==> config.mk <==
export PLATFORM = sky130hd
export DESIGN_NAME = rbcd_digit_addsub
export DESIGN_NICKNAME = d
export VERILOG_FILES = /design/src/rtl/rbcd_pkg.sv /design/src/rtl/rbcd_full_adder.sv /design/src/rtl/rbcd_ripple_adder.sv /design/src/rtl/rbcd_nines_comp.sv /design/src/rtl/rbcd_operand_mux.sv /design/src/rtl/rbcd_detector.sv /design/src/rtl/rbcd_digit_addsub.sv
export SDC_FILE = /design/constraint.sdc
export NUM_CORES = 1
export LEC_CHECK = 0
export ABC_AREA = 0
export BUFFER_PORTS_ARGS = -buffer_cell sky130_fd_sc_hd__buf_4
export CAP_MARGIN = 20
export CORE_MARGIN = 3
export CORE_UTILIZATION = 41
export DETAILED_ROUTE_END_ITERATION = 8
export PLACE_DENSITY = 0.88
export SLEW_MARGIN = 20
export SYNTH_ARGS = -nofsm -noshare
export SYNTH_HDL_FRONTEND = slang
export SYNTH_HIERARCHICAL = 1
export SYNTH_SLANG_ARGS = --single-unit
==> constraint.sdc <==
create_clock -name vclk -period 7.25
set_input_delay 0.3625 -clock vclk [all_inputs]
set_output_delay 0.3625 -clock vclk [all_outputs]
set_load 0.1 [all_outputs]
==> src/rtl/rbcd_pkg.sv <==
package rbcd_pkg;
   localparam int DIGIT_W   = 4;
   localparam int FA_PERES  = 0;
   localparam int FA_TOFFOL = 1;

   // Reversible primitives. Bit packing: input [2]=A,[1]=B,[0]=C,
   // output [2]=P,[1]=Q,[0]=R. Two-line gates: [1]=A/P, [0]=B/Q.
   function automatic logic rg_not(input logic x);
      return ~x;
   endfunction

   function automatic logic [1:0] rg_feynman(input logic [1:0] i);
      return {i[1], i[1] ^ i[0]};
   endfunction

   function automatic logic [2:0] rg_toffoli(input logic [2:0] i);
      return {i[2], i[1], (i[2] & i[1]) ^ i[0]};
   endfunction

   function automatic logic [2:0] rg_fredkin(input logic [2:0] i);
      return {i[2], i[2] ? i[0] : i[1], i[2] ? i[1] : i[0]};
   endfunction

   function automatic logic [2:0] rg_peres(input logic [2:0] i);
      return {i[2], i[2] ^ i[1], (i[2] & i[1]) ^ i[0]};
   endfunction
endpackage

==> src/rtl/rbcd_full_adder.sv <==
module rbcd_full_adder
   import rbcd_pkg::*;
#(
   parameter int FA_STYLE = FA_PERES
) (
   input  logic       a,
   input  logic       b,
   input  logic       cin,
   output logic       sum,
   output logic       cout,
   output logic [1:0] garb
);
   // Both variants leave the same garbage lines {a, a^b}.
   generate
      if (FA_STYLE == FA_PERES) begin : g_peres
         logic [2:0] p1, p2;
         always_comb begin
            p1   = rg_peres({a, b, 1'b0});
            p2   = rg_peres({p1[1], cin, p1[0]});
            sum  = p2[1];
            cout = p2[0];
            garb = {p1[2], p2[2]};
         end
      end else if (FA_STYLE == FA_TOFFOL) begin : g_toffoli
         logic [2:0] t1, t2;
         logic [1:0] f1, f2;
         always_comb begin
            t1   = rg_toffoli({a, b, 1'b0});
            f1   = rg_feynman({t1[2], t1[1]});
            t2   = rg_toffoli({f1[0], cin, t1[0]});
            f2   = rg_feynman({t2[2], t2[1]});
            sum  = f2[0];
            cout = t2[0];
            garb = {f1[1], f2[1]};
         end
      end else begin : g_bad_style
         $error("rbcd_full_adder: FA_STYLE must be 0 or 1");
      end
   endgenerate

   always_comb begin
      p_fa_add_r1: assert ({cout, sum} == ({1'b0, a} + {1'b0, b} + {1'b0, cin}))
         else $error("full adder arithmetic mismatch");
   end
endmodule

==> src/rtl/rbcd_ripple_adder.sv <==
module rbcd_ripple_adder
   import rbcd_pkg::*;
#(
   parameter int WIDTH    = DIGIT_W,
   parameter int FA_STYLE = FA_PERES
) (
   input  logic [WIDTH-1:0]   a,
   input  logic [WIDTH-1:0]   b,
   input  logic               cin,
   output logic [WIDTH-1:0]   sum,
   output logic               cout,
   output logic [2*WIDTH-1:0] garb
);
   localparam int GARB_W = 2 * WIDTH;

   logic [WIDTH:0] carry;
   assign carry[0] = cin;
   assign cout     = carry[WIDTH];

   generate
      if (WIDTH < 1) begin : g_bad_width
         $error("rbcd_ripple_adder: WIDTH must be at least 1");
      end
      for (genvar i = 0; i < WIDTH; i++) begin : g_bit
         rbcd_full_adder #(.FA_STYLE(FA_STYLE)) u_fa (
            .a    (a[i]),
            .b    (b[i]),
            .cin  (carry[i]),
            .sum  (sum[i]),
            .cout (carry[i+1]),
            .garb (garb[2*i+1:2*i])
         );
      end
   endgenerate

   always_comb begin
      p_ripple_add_r1: assert ({cout, sum} == ({1'b0, a} + {1'b0, b} + (WIDTH+1)'(cin)))
         else $error("ripple adder mismatch, garbage width %0d", GARB_W);
   end
endmodule

==> src/rtl/rbcd_nines_comp.sv <==
module rbcd_nines_comp
   import rbcd_pkg::*;
(
   input  logic [DIGIT_W-1:0] d,
   output logic [DIGIT_W-1:0] q
);
   // Garbage-free 4-line network: NOT, Toffoli, two CNOTs, NOT.
   logic [2:0] t;
   logic [1:0] f, g;
   always_comb begin
      t    = rg_toffoli({d[2], d[1], d[3]});
      f    = rg_feynman({t[1], t[2]});
      g    = rg_feynman({f[0], t[0]});
      q[0] = rg_not(d[0]);
      q[1] = f[1];
      q[2] = g[1];
      q[3] = rg_not(g[0]);
   end

   always_comb begin
      if (d <= 4'd9) begin
         p_ninecomp_map_r4: assert (q == 4'd9 - d)
            else $error("nines complement of %0d gave %0d", d, q);
      end
   end
endmodule

==> src/rtl/rbcd_operand_mux.sv <==
module rbcd_operand_mux
   import rbcd_pkg::*;
#(
   parameter int WIDTH = DIGIT_W
) (
   input  logic             sel,
   input  logic [WIDTH-1:0] plain,
   input  logic [WIDTH-1:0] comp,
   output logic [WIDTH-1:0] op,
   output logic [WIDTH-1:0] garb,
   output logic             sel_out
);
   logic [WIDTH:0] ctl;
   assign ctl[0]  = sel;
   assign sel_out = ctl[WIDTH];

   generate
      if (WIDTH < 1) begin : g_bad_width
         $error("rbcd_operand_mux: WIDTH must be at least 1");
      end
      for (genvar i = 0; i < WIDTH; i++) begin : g_bit
         always_comb {ctl[i+1], op[i], garb[i]} = rg_fredkin({ctl[i], plain[i], comp[i]});
      end
   endgenerate

   always_comb begin
      p_mux_select_r2: assert (sel ? (op == comp && garb == plain)
                                   : (op == plain && garb == comp))
         else $error("operand mux routing error");
   end
endmodule

==> src/rtl/rbcd_detector.sv <==
module rbcd_detector
   import rbcd_pkg::*;
(
   input  logic       s1,
   input  logic       s2,
   input  logic       s3,
   input  logic       c4,
   output logic       flag,
   output logic       s1_out,
   output logic [2:0] garb
);
   // Two Fredkin gates form s3&(s1|s2) from one zero constant; a CNOT merges
   // the binary carry, which never coincides with s3 for valid digit sums.
   logic [2:0] g1, g2;
   logic [1:0] g3;
   always_comb begin
      g1     = rg_fredkin({s3, 1'b0, s2});
      g2     = rg_fredkin({s1, g1[1], g1[2]});
      g3     = rg_feynman({c4, g2[1]});
      flag   = g3[0];
      s1_out = g2[2];
      garb   = {g1[0], g2[0], g3[1]};
   end

   always_comb begin
      if (!(c4 && s3)) begin
         p_detect_flag_r5: assert (flag == (((s1 | s2) & s3) | c4))
            else $error("over-nine flag mismatch");
      end
   end
endmodule

==> src/rtl/rbcd_digit_addsub.sv <==
module rbcd_digit_addsub
   import rbcd_pkg::*;
#(
   parameter int FA_STYLE = FA_PERES
) (
   input  logic [3:0]  a,
   input  logic [3:0]  b,
   input  logic        cin,
   input  logic        sub,
   output logic [3:0]  digit,
   output logic        cout,
   output logic [24:0] garbage
);
   localparam int MUX_G  = DIGIT_W + 1;
   localparam int ADD_G  = 2 * DIGIT_W;
   localparam int DET_G  = 3;
   localparam int CORR_G = 2 * DIGIT_W + 1;
   localparam int GARB_W = MUX_G + ADD_G + DET_G + CORR_G;

   generate
      if (GARB_W != 25) begin : g_bad_garb
         $error("rbcd_digit_addsub: garbage width mismatch (R6)");
      end
      if (FA_STYLE != FA_PERES && FA_STYLE != FA_TOFFOL) begin : g_bad_style
         $error("rbcd_digit_addsub: unknown FA_STYLE");
      end
   endgenerate

   // operand copy by CNOT fanout with zero constants
   logic [DIGIT_W-1:0] b_keep, b_copy, b_nc, op, mux_g;
   logic               sel_out;
   generate
      for (genvar i = 0; i < DIGIT_W; i++) begin : g_fan
         always_comb {b_keep[i], b_copy[i]} = rg_feynman({b[i], 1'b0});
      end
   endgenerate

   rbcd_nines_comp u_nc (.d(b_copy), .q(b_nc));

   rbcd_operand_mux #(.WIDTH(DIGIT_W)) u_mux (
      .sel(sub), .plain(b_keep), .comp(b_nc),
      .op(op), .garb(mux_g), .sel_out(sel_out)
   );

   logic [DIGIT_W-1:0] bsum;
   logic               c4;
   logic [ADD_G-1:0]   add_g;
   rbcd_ripple_adder #(.WIDTH(DIGIT_W), .FA_STYLE(FA_STYLE)) u_add (
      .a(a), .b(op), .cin(cin), .sum(bsum), .cout(c4), .garb(add_g)
   );

   // copies of the sum bits the detector consumes
   logic s2_keep, s2_copy, s3_keep, s3_copy;
   always_comb begin
      {s2_keep, s2_copy} = rg_feynman({bsum[2], 1'b0});
      {s3_keep, s3_copy} = rg_feynman({bsum[3], 1'b0});
   end

   logic             flag, s1_pass;
   logic [DET_G-1:0] det_g;
   rbcd_detector u_det (
      .s1(bsum[1]), .s2(s2_copy), .s3(s3_copy), .c4(c4),
      .flag(flag), .s1_out(s1_pass), .garb(det_g)
   );

   // flag fans out to the two correction bits; its line becomes cout
   logic flag_a, flag_b, fix1, fix2;
   always_comb begin
      {flag_a, fix1} = rg_feynman({flag, 1'b0});
      {flag_b, fix2} = rg_feynman({flag_a, 1'b0});
   end
   assign cout = flag_b;

   logic             corr_c;
   logic [ADD_G-1:0] corr_g;
   rbcd_ripple_adder #(.WIDTH(DIGIT_W), .FA_STYLE(FA_STYLE)) u_corr (
      .a({s3_keep, s2_keep, s1_pass, bsum[0]}),
      .b({1'b0, fix2, fix1, 1'b0}),
      .cin(1'b0), .sum(digit), .cout(corr_c), .garb(corr_g)
   );

   assign garbage = {corr_g, corr_c, det_g, add_g, sel_out, mux_g};

   always_comb begin
      if (a <= 4'd9 && b <= 4'd9) begin
         p_digit_range_r5: assert (digit <= 4'd9)
            else $error("result digit %0d out of range", digit);
         if (!sub) begin
            p_add_value_r1: assert ((cout ? 10 : 0) + int'(digit) == int'(a) + int'(b) + int'(cin))
               else $error("add result mismatch");
         end else begin
            p_sub_value_r2: assert ((cout ? 10 : 0) + int'(digit) == int'(a) + 9 - int'(b) + int'(cin))
               else $error("subtract result mismatch");
         end
      end
   end
endmodule

# [Word-level counts from Yosys, hierarchy flattened]
# Index checks and enable logic that the tools add are counted.
[word_totals] wordCells=46 out_inout_bits=30 in_bits=10 reg_bits=0
[classes] bitwise_logic=36 n_mux=10
[ops] cell="1-bit XOR" count=21
[ops] cell="1-bit AND" count=13
[ops] cell="1-bit two-way mux" count=10
[ops] cell="1-bit inverter" count=2

# [Longest topological paths before layout]
# Gate-level depths: netlist of run 1.
[depth] word_depth=17 mapped_depth=12 depth_no_buf=11

# [Hierarchy]
# Netlist of run 1, hierarchy kept.
[by_module_without_submodules] module="rbcd_full_adder" seq_area_each_um2=0.0 n_inst=8 cells_each=3 area_per_inst_um2=40.0
[by_module_without_submodules] module="rbcd_operand_mux" seq_area_each_um2=0.0 n_inst=1 cells_each=10 area_per_inst_um2=138.9
[by_module_without_submodules] module="rbcd_detector" seq_area_each_um2=0.0 n_inst=1 cells_each=7 area_per_inst_um2=47.5
[by_module_without_submodules] module="rbcd_nines_comp" seq_area_each_um2=0.0 n_inst=1 cells_each=4 area_per_inst_um2=46.3
[by_module_without_submodules] module="rbcd_digit_addsub" seq_area_each_um2=0.0 n_inst=1 cells_each=3 area_per_inst_um2=18.8

# [Worst setup path after synthesis of run 1]
# Ideal clock, no wire load.
[synth_timing] path_type="input to output" start="input sub" end="output digit[3]" t_arrival_ns=5.967 required_time_ns=6.888 path_slack_ns=0.920 path_buffers=1 path_stages=11 cell_sequence="buf_6 mux2_4 fa_1 fa_1 fa_1 fa_1 o21ai_2 xnor2_1 fa_1 fa_1 fa_1"
[synth_between] elab_chain_cells=16 elab_cells_between_ends=29 classes_between="mux (5); bitwise (24)"
[synth_lines] item="start: declaration" line_no="rbcd_digit_addsub.sv:9" rtl="input logic sub,"
[synth_lines] item="1-bit two-way mux *" line_no="rbcd_pkg.sv:21" rtl="return {i[2], i[2] ? i[0] : i[1], i[2] ? i[1] : i[0]};"
[synth_lines] item="via op[0]" line_no="rbcd_digit_addsub.sv:30" rtl="logic [DIGIT_W-1:0] b_keep, b_copy, b_nc, op, mux_g;"
[synth_lines] item="1-bit XOR" line_no="rbcd_pkg.sv:25" rtl="return {i[2], i[2] ^ i[1], (i[2] & i[1]) ^ i[0]};"
[synth_lines] item="1-bit AND" line_no="rbcd_pkg.sv:25"
[synth_lines] item="1-bit XOR *" line_no="rbcd_pkg.sv:25"
[synth_lines] item="via u_add.carry[1]" line_no="rbcd_ripple_adder.sv:16" rtl="logic [WIDTH:0] carry;"
[synth_lines] item="1-bit AND *" line_no="rbcd_pkg.sv:25"
[synth_lines] item="1-bit XOR *" line_no="rbcd_pkg.sv:25"
[synth_lines] item="via u_add.carry[2]" line_no="rbcd_ripple_adder.sv:16"
[synth_lines] item="(+2 left out)"
[synth_lines] item="via u_add.carry[3]" line_no="rbcd_ripple_adder.sv:16"
[synth_lines] item="(+1 left out)"
[synth_lines] item="via bsum[3]" line_no="rbcd_digit_addsub.sv:45" rtl="logic [DIGIT_W-1:0] bsum;"
[synth_lines] item="(+2 left out)"
[synth_lines] item="1-bit XOR *" line_no="rbcd_pkg.sv:13" rtl="return {i[1], i[1] ^ i[0]};"
[synth_lines] item="via cout" line_no="rbcd_digit_addsub.sv:11" rtl="output logic cout,"
[synth_lines] item="1-bit AND *" line_no="rbcd_pkg.sv:25"
[synth_lines] item="via u_corr.carry[2]" line_no="rbcd_ripple_adder.sv:16"
[synth_lines] item="1-bit AND *" line_no="rbcd_pkg.sv:25"
[synth_lines] item="1-bit XOR *" line_no="rbcd_pkg.sv:25"
[synth_lines] item="via u_corr.carry[3]" line_no="rbcd_ripple_adder.sv:16"
[synth_lines] item="1-bit XOR *" line_no="rbcd_pkg.sv:25"
[synth_lines] item="end: declaration" line_no="rbcd_digit_addsub.sv:10" rtl="output logic [3:0] digit,"
# Mark *: on every way through the listed nets, which the timed path passes. The rest lies on a longest branch.

# [Final worst setup path of run 1]
[layout_timing] start="input sub" end="output digit[3]"
[layout_between] elab_chain_cells=16 elab_cells_between_ends=29 classes_between="mux (5); bitwise (24)"
[layout_lines] item="1-bit two-way mux *" line_no="rbcd_pkg.sv:21"
[layout_lines] item="via op[0]" line_no="rbcd_digit_addsub.sv:30"
[layout_lines] item="1-bit XOR" line_no="rbcd_pkg.sv:25"
[layout_lines] item="1-bit AND" line_no="rbcd_pkg.sv:25"
[layout_lines] item="1-bit XOR *" line_no="rbcd_pkg.sv:25"
[layout_lines] item="via u_add.carry[1]" line_no="rbcd_ripple_adder.sv:16"
[layout_lines] item="1-bit AND *" line_no="rbcd_pkg.sv:25"
[layout_lines] item="1-bit XOR *" line_no="rbcd_pkg.sv:25"
[layout_lines] item="via u_add.carry[2]" line_no="rbcd_ripple_adder.sv:16"
[layout_lines] item="(+2 left out)"
[layout_lines] item="via u_add.carry[3]" line_no="rbcd_ripple_adder.sv:16"
[layout_lines] item="(+1 left out)"
[layout_lines] item="1-bit two-way mux (2 in a row)" line_no="rbcd_pkg.sv:21"
[layout_lines] item="1-bit XOR *" line_no="rbcd_pkg.sv:13"
[layout_lines] item="1-bit AND *" line_no="rbcd_pkg.sv:25"
[layout_lines] item="via u_corr.carry[2]" line_no="rbcd_ripple_adder.sv:16"
[layout_lines] item="1-bit AND *" line_no="rbcd_pkg.sv:25"
[layout_lines] item="1-bit XOR *" line_no="rbcd_pkg.sv:25"
[layout_lines] item="via u_corr.carry[3]" line_no="rbcd_ripple_adder.sv:16"
[layout_lines] item="1-bit XOR *" line_no="rbcd_pkg.sv:25"
# Marks and branches as above.

==> results of run 1 <==
[per-layer routing]
| layer | global-route usage, % | routed length [microns] | vias up | share of wire, % |
|---|---|---|---|---|
| li1 | - | - | 192 | - |
| met1 | 11.1 | 328 | 184 | 31 |
| met2 | 23.9 | 568 | 29 | 53 |
| met3 | 2.07 | 166 | 0 | 16 |
| met4 | 0 | 0 | 0 | 0 |
| met5 | 0 | 0 | - | 0 |
[worst paths after layout]
kind  startpoint          to
max          sub    digit[3]
min         a[1]  garbage[8]
[per-stage QoR]
stage | utilization [%] | worst slack (ns) | cells | hold WS (ns) | cell area, sq um
CTS | 65.6 | 2.21 | 91 | 1.08 | 788
global route | 65.6 | 2.09 | 91 | 1.09 | 788
floorplan | - | 0.920 | 52 | 0.937 | 587
detailed placement | 65.6 | 2.21 | 91 | 1.08 | 788
finish | 65.6 | 2.25 | 91 | 1.08 | 788
global placement | 65.6 | 2.26 | 91 | 1.08 | 788
[placed cells by master, fill, tap and decap left out]
master and instances:
buf_4 40, ha_1 9, fa_1 8, mux2_4 8
conb_1 5, inv_1 2, nor2_1 1, a21boi_0 1
o21ai_2 1, xnor2_1 1, xnor3_1 1
[layout make-up]
type	instances	area (sq um)	area share (%)
tap	14	17.5	2.22
inverter	2	7.51	0.952
multi-input combinational	35	463	58.7
timing repair buffer	40	300	38.1
[worst max-delay path, stage by stage]
cell and delay, ns:
buf_4 0.18, mux2_4 0.33, fa_1 0.40, fa_1 0.39
fa_1 0.38, fa_1 0.65, o21ai_2 0.10, xnor2_1 0.23
fa_1 0.45, fa_1 0.39, fa_1 0.48, buf_4 0.28
[cells by family after synthesis]
kind of cell    share of synthesized area (%)
other cells                             0.656
simple gates                            0.656
fa+ha+maj                                47.7
buf+inv                                  21.7
mux                                      21.0
compound gates                           2.85
xor+xnor                                 5.47
==> metrics, run 1 <==
first-pass GRT wire length=between 1.5 and 2 mm; Synth-to-Final Area Change=37.9%; Yosys top cell area share=between 20% and 30%; Slew Limit Fails=0; Startpoint Class=input pin; syn_area_per_cell=11.9 sq um; core area=~0.0012 sq mm; Avg WL per Cell=~12 microns; sequential cell area fraction in the yosys report=0%; CP endpoint kind=primary output; final setup vio count=0; I/O pin count=40; Clock buffer cells=0; routed vias=a little over 400; vias in the first global route=slightly above 400; headroom to the max-slew limit=65.0%; max frequency=around 0.20 GHz; grt ovf=0; largest net degree at the start of global routing=10; # rows=12; crit-path max FO=9; Max-Cap Viols=0; worst path required time=6.89 ns; DRT iter0 DRCs=0; final wirelength=about 1.1 mm; Seq Cell Count=0; Setup Crit Path Kind=in -> out; share of post-route cells with drive strength above 1=between 60% and 70%; initial antenna violation count=0; Hold Buf Count CTS=0; crit share post-route=68.9%; Starting Density=roughly 48%; Hold Path Depth=2; Routed Antenna Nets=0; top post-synthesis cells by area=fa_1 28%, mux2_4 21%, ha_1 20%; Mapped Cells=48; RSZ-0062 raised after global routing=no; drt drc=0; CP arrival=about 4.6 ns; Die X=43.3 microns; total iterations of the first detailed-routing run=1; global-route usage over all layers=11.1%; IO buf count=40; Worst Hold Class=in -> out; Synth Warn #=6; Post-Syn Area=around 570 sq um; status=completed; Final Hold Viols=0; min Tclk post-route=5.00 ns; Post-CTS Setup Inserts=0; Final GP Congestion=0.651; top cells by count, synth=14 x buf_4, 9 x ha_1, 8 x fa_1, 8 x mux2_4, 2 x inv_1; ant diodes=0; Slew @ Worst Pin=~0.52 ns; count leader, synth=buf_4; Cell variety after synth=12; filler cell count=between 100 and 150; Final nets=106; Post-CTS Resized=0; drt via density=around 4.5; die height=~43 microns; die area=approximately 0.0019 sq mm; TNS Setup=0 ns; storage element area=0 sq um; dominant cell type by area after synthesis=fa_1
Power of run 1 is not shown: default switching activity piles up to over one toggle a cycle in this logic, so the estimate is an artifact.
==> run 2: changes to the inputs <==
--- a/config.mk
+++ b/config.mk
@@ -9,9 +9,9 @@
 export BUFFER_PORTS_ARGS = -buffer_cell sky130_fd_sc_hd__buf_4
 export CAP_MARGIN = 20
 export CORE_MARGIN = 3
-export CORE_UTILIZATION = 41
+export CORE_UTILIZATION = 40
 export DETAILED_ROUTE_END_ITERATION = 8
-export PLACE_DENSITY = 0.88
+export PLACE_DENSITY = 0.89
 export SLEW_MARGIN = 20
 export SYNTH_ARGS = -nofsm -noshare
 export SYNTH_HDL_FRONTEND = slang
==> constraint.sdc (replaced) <==
create_clock -name vclk -period 4.4
set_input_delay 0.22 -clock vclk [all_inputs]
set_output_delay 0.22 -clock vclk [all_outputs]
set_load 0.1 [all_outputs]
==> metrics, run 2 (synthesis gave the netlist of run 1 again) <==
grt ovf=0 (unchanged); core area=0.00132 sq mm (+9.7%); Synth-to-Final Area Change=51.0%; commonest non-fill, non-tap cells in the layout=42 x buf_4, 9 x ha_1, 8 x mux2_4; Setup Crit Path Kind=in -> out; Startpoint Class=input pin; status=completed; CP endpoint kind=primary output; DRT iter0 DRCs=2 (+2); max frequency=about 0.23 GHz; Starting Density=43.4% (-4.2 points); Final Hold Viols=0 (unchanged); Avg WL per Cell=12.6 microns (+8.1%); crit-path max FO=2 (-7); CP arrival=4.10 ns (-0.53 ns); Routed Antenna Nets=0 (unchanged); I/O pin count=40 (unchanged); final setup vio count=0 (unchanged); die height=43.8 microns (+1.1%); drt via density=4.37 (-1.8%); final wirelength=1.20 mm (+13%); Clock buffer cells=0 (unchanged); drt drc=0 (unchanged); Max-Cap Viols=0 (unchanged); Seq Cell Count=0 (unchanged); Slew Limit Fails=0 (unchanged); global-route usage over all layers=12.0% (+0.94 points); vias in the first global route=439 (+8.1%); initial antenna violation count=0 (unchanged); storage element area=0 sq um (unchanged); Final nets=109 (+2.8%); Die X=43.8 microns (+1.1%); largest net degree at the start of global routing=9 (-1); most common cell after layout, fill and taps aside=buf_4; post-route cell area=863 sq um (+9.5%); ant diodes=0 (unchanged); share of post-route cells with drive strength above 1=75.0% (+11 points); Final GP Congestion=0.597 (-8.3%); crit share post-route=98.3%; DP HPWL=around 1.1 mm; Worst Hold Class=in -> out; die area=0.00192 sq mm (+2.2%); worst path required time=4.18 ns (-2.71 ns); first-pass GRT wire length=1.81 mm (+9.1%); routed vias=415 (+2.5%); IO buf count=40 (unchanged); # rows=13 (+1); total iterations of the first detailed-routing run=2 (+1); placed cell area=856 sq um (+8.6%); min Tclk post-route=approximately 4.3 ns
==> run 2: routing by layer <==
layer / track usage [%] / routed length, microns / part of all wire [%] / vias up
met5: 0 / 0 / 0 / -
met4: 0 / 0 / 0 / 0
met3: 1.66 / 157 / 13 / 0
met2: 24.7 / 660 / 55 / 27
met1: 13.3 / 382 / 32 / 190
li1: - / - / - / 198
==> run 2: worst paths after layout <==
| kind | startpoint | endpoint | slack (ns) | cells past startpoint |
|---|---|---|---|---|
| setup / recovery | sub | digit[3] | 0.08 | 12 |
| hold / removal | a[3] | garbage[12] | 0.79 | 2 |
==> run 2: what timing repair did <==
action                     CTS  global route
setup buffers                0             0
gates resized for setup      0             2
hold buffers                 0             0
setup endpoints to repair    0             1
==> run 2: per-stage QoR <==
step / setup WS [ns] / cells / TNS (ns) / util (%) / hold slack [ns]
global placement: 0.0716 / 95 / 0 / 65.0 / 0.789
CTS: 0.000756 / 95 / 0 / 65.0 / 0.794
finish: 0.0764 / 95 / 0 / 65.5 / 0.792
detailed placement: 0.00528 / 95 / 0 / 65.0 / 0.793
global route: -0.0100 / 95 / -0.0100 / 65.5 / 0.799
floorplan: -0.0166 / 52 / -0.0166 / - / 0.652
==> run 2: critical path: stages <==
cell	delay, ns
buf_4	0.12
mux2_4	0.31
fa_2	0.37
fa_2	0.34
fa_2	0.35
fa_2	0.62
o21ai_4	0.09
xnor2_4	0.15
fa_2	0.35
fa_2	0.40
fa_2	0.58
buf_8	0.20
==> run 2: final cells by class <==
type | instances | area, sq um
inverter | 2 | 7.51
tap | 15 | 18.8
multi-input combinational | 35 | 507
fill | 110 | 454
timing repair buffer | 43 | 330
Power of run 2 is left out for the same reason.
